### config.mk
export PLATFORM = sky130hd
export DESIGN_NAME = decim_timing
export DESIGN_NICKNAME = d
export VERILOG_FILES = /design/src/rtl/decim_timing.sv
export SDC_FILE = /design/constraint.sdc
export NUM_CORES = 1
export LEC_CHECK = 0
export BUFFER_PORTS_ARGS = -buffer_cell sky130_fd_sc_hd__buf_4
export CORE_MARGIN = 3
export CORE_UTILIZATION = 53
export CTS_CLUSTER_SIZE = 28
export DETAILED_ROUTE_END_ITERATION = 10
export PLACE_DENSITY = 0.74
export SYNTH_ARGS = -nofsm -noshare
export SYNTH_HDL_FRONTEND = slang
export SYNTH_SLANG_ARGS = --single-unit
export TNS_END_PERCENT = 1
### constraint.sdc
create_clock -name clk -period 2.1 [get_ports clk]
set_clock_uncertainty 0.2 [all_clocks]
set_input_delay 0.105 -clock clk [delete_from_list [all_inputs] [get_ports clk]]
set_output_delay 0.105 -clock clk [all_outputs]
set_load 0.005 [all_outputs]
### src/rtl/decim_timing.sv
module decim_timing #(
  parameter int S1_RATIO    = 4,
  parameter int S3_RATIO    = 2,
  parameter int SETTLE_D64  = 7122,
  parameter int SETTLE_D128 = 14217,
  parameter int SETTLE_D256 = 27895
) (
  input  logic       clk,
  input  logic       rst,
  input  logic       sync_req,
  input  logic [1:0] rate_sel,
  output logic       mod_en,
  output logic       s1_stb,
  output logic       s2_stb,
  output logic       drdy,
  output logic       settled
);
  localparam int CW  = $clog2(SETTLE_D256 + 1);
  localparam int C1W = (S1_RATIO > 2) ? $clog2(S1_RATIO) : 1;
  localparam int C3W = (S3_RATIO > 2) ? $clog2(S3_RATIO) : 1;
  localparam int C2W = 6;

  logic           restart;
  logic [1:0]     rate_q;
  logic           ph;
  logic [C1W-1:0] c1;
  logic [C2W-1:0] c2, n2;
  logic [C3W-1:0] c3;
  logic [CW-1:0]  scnt, limit;

  assign restart = rst | sync_req;

  always_ff @(posedge clk)
    if (restart) rate_q <= (rate_sel == 2'b11) ? 2'b00 : rate_sel;

  always_comb begin
    case (rate_q)
      2'b01:   begin n2 = C2W'(16); limit = CW'(SETTLE_D128); end
      2'b10:   begin n2 = C2W'(32); limit = CW'(SETTLE_D256); end
      default: begin n2 = C2W'(8);  limit = CW'(SETTLE_D64);  end
    endcase
  end

  assign mod_en  = ph;
  assign s1_stb  = mod_en && (c1 == C1W'(S1_RATIO - 1));
  assign s2_stb  = s1_stb && (c2 == n2 - C2W'(1));
  assign drdy    = s2_stb && (c3 == C3W'(S3_RATIO - 1));
  assign settled = (scnt == limit);

  always_ff @(posedge clk) begin
    if (restart) begin
      ph   <= 1'b0;
      c1   <= '0;
      c2   <= '0;
      c3   <= '0;
      scnt <= '0;
    end else begin
      ph <= ~ph;
      if (mod_en) c1 <= s1_stb ? '0 : c1 + C1W'(1);
      if (s1_stb) c2 <= s2_stb ? '0 : c2 + C2W'(1);
      if (s2_stb) c3 <= drdy ? '0 : c3 + C3W'(1);
      if (!settled) scnt <= scnt + CW'(1);
    end
  end

  p_enable_alternates_r1: assert property (@(posedge clk) disable iff (rst)
    (mod_en && !sync_req) |=> !mod_en);
  p_stage1_on_enable_r2: assert property (@(posedge clk) disable iff (rst)
    s1_stb |-> mod_en);
  p_stage2_on_stage1_r3: assert property (@(posedge clk) disable iff (rst)
    s2_stb |-> s1_stb);
  p_ready_on_stage2_r4: assert property (@(posedge clk) disable iff (rst)
    drdy |-> s2_stb);
  p_ready_single_r4: assert property (@(posedge clk) disable iff (rst)
    drdy |=> !drdy);
  p_settled_holds_r6: assert property (@(posedge clk) disable iff (rst)
    (settled && !sync_req) |=> settled);
  p_rate_kept_r7: assert property (@(posedge clk) disable iff (rst)
    !sync_req |=> $stable(rate_q));
  p_sync_clears_r8: assert property (@(posedge clk) disable iff (rst)
    sync_req |=> (!settled && !mod_en && !s1_stb && !drdy));
endmodule

# After elaboration in Yosys (flattened, before gate mapping)
# Cells that the tools add are included.
op_classes:
  addsub: 5
  n_eq_ne: 6
  n_mux: 5
  bitwise: 2
  n_reduce_logical: 3
op_table:
  columns: ["operator", "n"]
  rows:
  - ["$pmux W15 S2", 1]
  - ["$add A15 B1 Y15 const B", 1]
  - ["$eq A15 B15 Y1", 1]
  - ["$pmux W6 S2", 1]
  - ["$add A6 B1 Y6 const B", 1]
  - ["$eq A2 B2 Y1 const B", 3]
  - ["$eq A6 B6 Y1", 1]
  - ["$mux W6", 1]
  - ["$sub A6 B1 Y6 const B", 1]
  - ["$logic_and A1 B1 Y1", 3]
  - ["$add A2 B1 Y2 const B", 1]
  - ["$eq A2 B1 Y1 const B", 1]
  - ["$mux W2", 1]
  - ["$add A1 B1 Y1 const B", 1]
  - ["$mux W1", 1]
  - ["$not A1 Y1", 1]
  - ["$or A1 B1 Y1", 1]
totals:
  ff_bits: 27
  inputBits: 5
  out_inout_bits: 5
  word_cells: 27

# Logic depth before layout (Yosys ltp)
logic_depth:
  depth_word: 7
  mapped_depth: 6
  mapped_depth_nobuf: 6

# Worst setup path after synthesis
# Ideal clock, no wire load.
synth_path:
  path_kind: "register to register"
  from: "register rate_q[1]"
  to: "register scnt[2]"
  setup_time_ns: 0.062
  arrival_time_ns: 1.967
  t_required_ns: 1.838
  slack_ns: -0.129
  stages_incl_launch_ff: 6
  n_path_buf: 0
  period_less_slack_ns: 2.229
  cell_sequence: "edfxtp_1 -> ha_1 -> or4b_4 -> a211o_1 -> or4_1 -> nand3_1"
synth_between:
  elab_chain_len: 3
  word_cells_on_any_way: 4
  classes_between: "eq/ne (3); mux (1)"
synth_rtl:
  columns: ["item", "line", "rtl"]
  rows:
  - ["start, declared", "24", "logic [1:0] rate_q;"]
  - ["start signal, assigned", "34", "if (restart) rate_q <= (rate_sel == 2'b11) ? 2'b00 : rate_sel;"]
  - ["$eq A2 B2 Y1 or $eq A2 B1 Y1 (tied branches)", "37", "case (rate_q)"]
  - ["$pmux W15 S2 (*)", "37", null]
  - ["$eq A15 B15 Y1 (*)", "48", "assign settled = (scnt == limit);"]
  - ["end signal, assigned", "62", "if (!settled) scnt <= scnt + CW'(1);"]
  - ["end, declared", "29", "logic [CW-1:0] scnt, limit;"]
# Mark *: on every way between the ends. The rest lies on a longest branch, timed or not.
# A chain may end at the register's enable or synchronous reset.

# Worst setup path in the final report
layout_path:
  from: "register rate_q[0]"
  to: "output port settled"
layout_between:
  elab_chain_len: 3
  word_cells_on_any_way: 4
  classes_between: "eq/ne (3); mux (1)"
layout_rtl:
  columns: ["item", "line", "rtl"]
  rows:
  - ["$eq A2 B2 Y1 or $eq A2 B1 Y1 (tied branches)", "37", null]
  - ["$pmux W15 S2 (*)", "37", null]
  - ["$eq A15 B15 Y1 (*)", "48", null]
  - ["end, declared", "16", "output logic settled"]
# Marked as above.

==> reports/results.txt <==
Startpoint Class = register
RSZ-0062 raised after global routing = yes
Slew HR = 64.2%
Avg Inst Size Synth = 8.88 um^2
Internal Power = 671 uW
multiplexer share of the synthesized area = 4.12%
CTS H-tree depth = 1
Die Span X = 58.4 um
CORE AREA = 2540 um^2
largest family of logic cells by synthesized area = simple AND/OR/NAND/NOR gates
Critical Path RT = 1.79 ns
Area Overhead vs Synth = 25.3%
power per cell area = 484 nW/um^2
Synth Warn # = 0
Syn Nets = 175
top cells by count, synth = 25 x dfxtp_1, 17 x nor2_1, 11 x nand2_1, 11 x nand4_1, 11 x xor2_1
top_reg_cell synth = dfxtp_1
layout cells sized above 1 = 21.9%
vias in the first global route = 1364
Root Buffer = clkbuf_4
routability cong. = 0.862
Worst R2R Setup Slack = -0.24 ns
final worst-path cycle share = 113%
Fmax achieved = 422 MHz
RR Endpoint = scnt[3]$_SDFFE_PP0N_
top cell type's share of synthesized area = 34.4%
PortBufs = 9
Total GRT Usage = 21.3%
# IOs = 10
post-synthesis compound-gate area fraction = 10.3%
ant diodes = 0
Least-Margin Pin Slew = 0.522 ns
die area = 3410 um^2
Netlist Area Pre-Place = 1460 um^2
post-DR vias/cell = 5.95
min-delay src = c2[1]$_SDFFE_PP0P_
Clock Sink Count = 27
Clock power frac = 25.2%
WP data arrival = 2.07 ns
Pins Over Slew Limit = 0
NumNets Final = 208
CTS tree = yes
total power = 883 uW
most frequent cell after synthesis = dfxtp_1
xor/xnor share of the synthesized area = 8.42%
WL/cell = 14.8 um
instance count of the mapped netlist = 164
max_cap viols = 0
hold path endpoint = c2[1]$_SDFFE_PP0P_
worst skew pair latency = 0.32 ns
Lkg Pwr = 0.000678 uW
DRC errors left = 0
largest net degree at the start of global routing = 24
Reg2Reg Depth = 6
Adder-Cell Fraction of Synth Area = 5.15%
endpoints failing hold = 0
slowest library cell on the worst path = edfxtp_1
critical path endpoint category = output port
CTS Buf Count = 3
Yosys cell types = 39
Row Count = 18
worst IR drop on VDD = 0.000424 V
initial antenna violation count = 0
EDFF count, synth = 2
failing checks = setup timing
Switching Share = 23.9%
WHS Path Cells = 2
DRT iter0 DRCs = 47
Via Count = 1344
Simple-Gate Fraction of Synth Area = 31.0%
CP Class = reg -> out
Logic pwr share = 14.3%
ys async rst share = 0%
Reg power frac = 60.5%
Post-DRT Antenna Nets = 0
crit-path max FO = 2
status = finished, violations left
CP max stage delay = 0.42 ns
slack of the critical path = -0.270 ns
first-pass GRT wire length = 5.80 mm
Crit path top cell by count = buf_4
Post-Route WL = 3.35 mm
Worst R2R Start = rate_q[1]$_SDFFCE_PN0P_
Synth area leaders = dfxtp_1 34%, xor2_1 6.6%, ha_1 5.2%
Final min period = 2.37 ns
Non-Filler Instances = 226
DR pass1 iterations = 4
Yosys top cell by area = dfxtp_1
gr ovfl total = 0
Initial Utilization = 57.2%
post-DP HPWL = 2.23 mm
DIE HEIGHT = 58.4 um
sequential element share of the synthesized area = 38.5%
post-synthesis register bit count = 27
Hold Crit Class = reg -> reg
Worst-path clk slew = 0.14 ns
Psw = 211 uW
Bufs on Longest Clock Path = 2
CP cell instances = inv_2 -> ha_4 -> buf_4 -> nand4b_1 -> buf_4 -> a2111oi_4 -> buf_4
setup violators final = 7
placed cells = 210
==> registers in the layout (all words and copies together), names as in the netlist <==
name	flops
mod_en	1
scnt	15
c2	6
c1	2
c3	1
rate_q	2
==> layout by cell type, fill, tap and decap left out, types with 2 or more instances in the layout <==
| cell type | instances |
|---|---|
| ha_1 | 3 |
| nand2_1 | 11 |
| nor4b_1 | 3 |
| and2_1 | 4 |
| clkbuf_4 | 3 |
| nor2_1 | 16 |
| xor2_1 | 11 |
| nand3_1 | 7 |
| edfxtp_1 | 2 |
| dlygate4sd3_1 | 6 |
| dfxtp_1 | 25 |
| nor3_1 | 7 |
| inv_1 | 4 |
| nor2b_1 | 3 |
| xnor2_1 | 2 |
| and4_1 | 2 |
| ha_4 | 3 |
| a21oi_1 | 8 |
| nand4_1 | 11 |
| or4_1 | 2 |
| or3_1 | 4 |
| o21ai_0 | 7 |
| mux2i_1 | 6 |
| buf_4 | 25 |
==> through the flow <==
step                      hold slack [ns]  worst slack [ns]  util [%]  TNS (ns)  area, um^2
after floorplan                    0.0816           -0.0837         -    -0.295        1470
after global placement              0.186           -0.0757      64.4    -0.324        1640
after detailed placement            0.190            -0.136      64.4    -0.613        1640
after CTS                           0.303            -0.268      70.9    -0.990        1800
after global routing                0.329            -0.334      71.7     -1.91        1820
final                               0.301            -0.270      71.7    -0.982        1820
==> how the worst max path moves through the flow <==
stage                                 endpoint  slack, ns               startpoint  depth (start not counted)
after global routing                   settled      -0.33  rate_q[1]$_SDFFCE_PN0P_                          4
after global placement    scnt[2]$_SDFFE_PP0N_      -0.08  rate_q[1]$_SDFFCE_PN0P_                          5
final                                  settled      -0.27  rate_q[0]$_SDFFCE_PN0P_                          7
after CTS                              settled      -0.27  rate_q[0]$_SDFFCE_PN0P_                          7
after detailed placement  scnt[2]$_SDFFE_PP0N_      -0.14  rate_q[1]$_SDFFCE_PN0P_                          5
after floorplan           scnt[2]$_SDFFE_PP0N_      -0.08  rate_q[1]$_SDFFCE_PN0P_                          5
==> what timing repair did <==
| item | 4_1_cts | 5_1_grt |
|---|---|---|
| endpoints found under the setup margin | 8 | 10 |
| hold buffers | 6 | 0 |
| endpoints found under the hold margin | 5 | 0 |
| gates resized for setup | 9 | 2 |
| setup buffers | 5 | 1 |
| pin swaps | 6 | 3 |
==> final cells by class <==
type | count | area [um^2]
multi-input cells | 128 | 922
repair buffers | 32 | 259
inverters | 5 | 18.8
clock buffers | 4 | 26.3
fillers | 208 | 721
well taps | 30 | 37.5
flip-flops and latches | 27 | 561
==> power groups by stage <==
stage                     sequential [uW]  clock, uW  combinational (uW)
final                                 534        222                 126
after global routing                  535        243                 138
after CTS                             534        226                 121
after detailed placement              545          0                93.6
after global placement                544          0                90.4
after floorplan                       545          0                52.1
==> cells by family (layout without fill, tap and decap cells) <==
group | count (synthesis) | count (layout)
fa+ha+maj | 6 | 6
buf+inv | 9 | 41
xor+xnor | 14 | 14
flops | 27 | 27
simple gates | 80 | 80
compound gates | 22 | 22
mux | 6 | 6
==> critical path: cells and delay by family, from the launching register on <==
family,cells,cell delay [ns]
simple gates,1,0.20
fa+ha+maj,1,0.20
flops,1,0.42
buf+inv,4,0.59
compound gates,1,0.35
==> metal layers <==
metal | global-route usage [%] | routed length [um]
met4 | 4.30 | 22
met3 | 2.63 | 154
met5 | 0 | 0
met2 | 39.9 | 1660
met1 | 25.7 | 1510
Power figures use the tool's default switching activity.
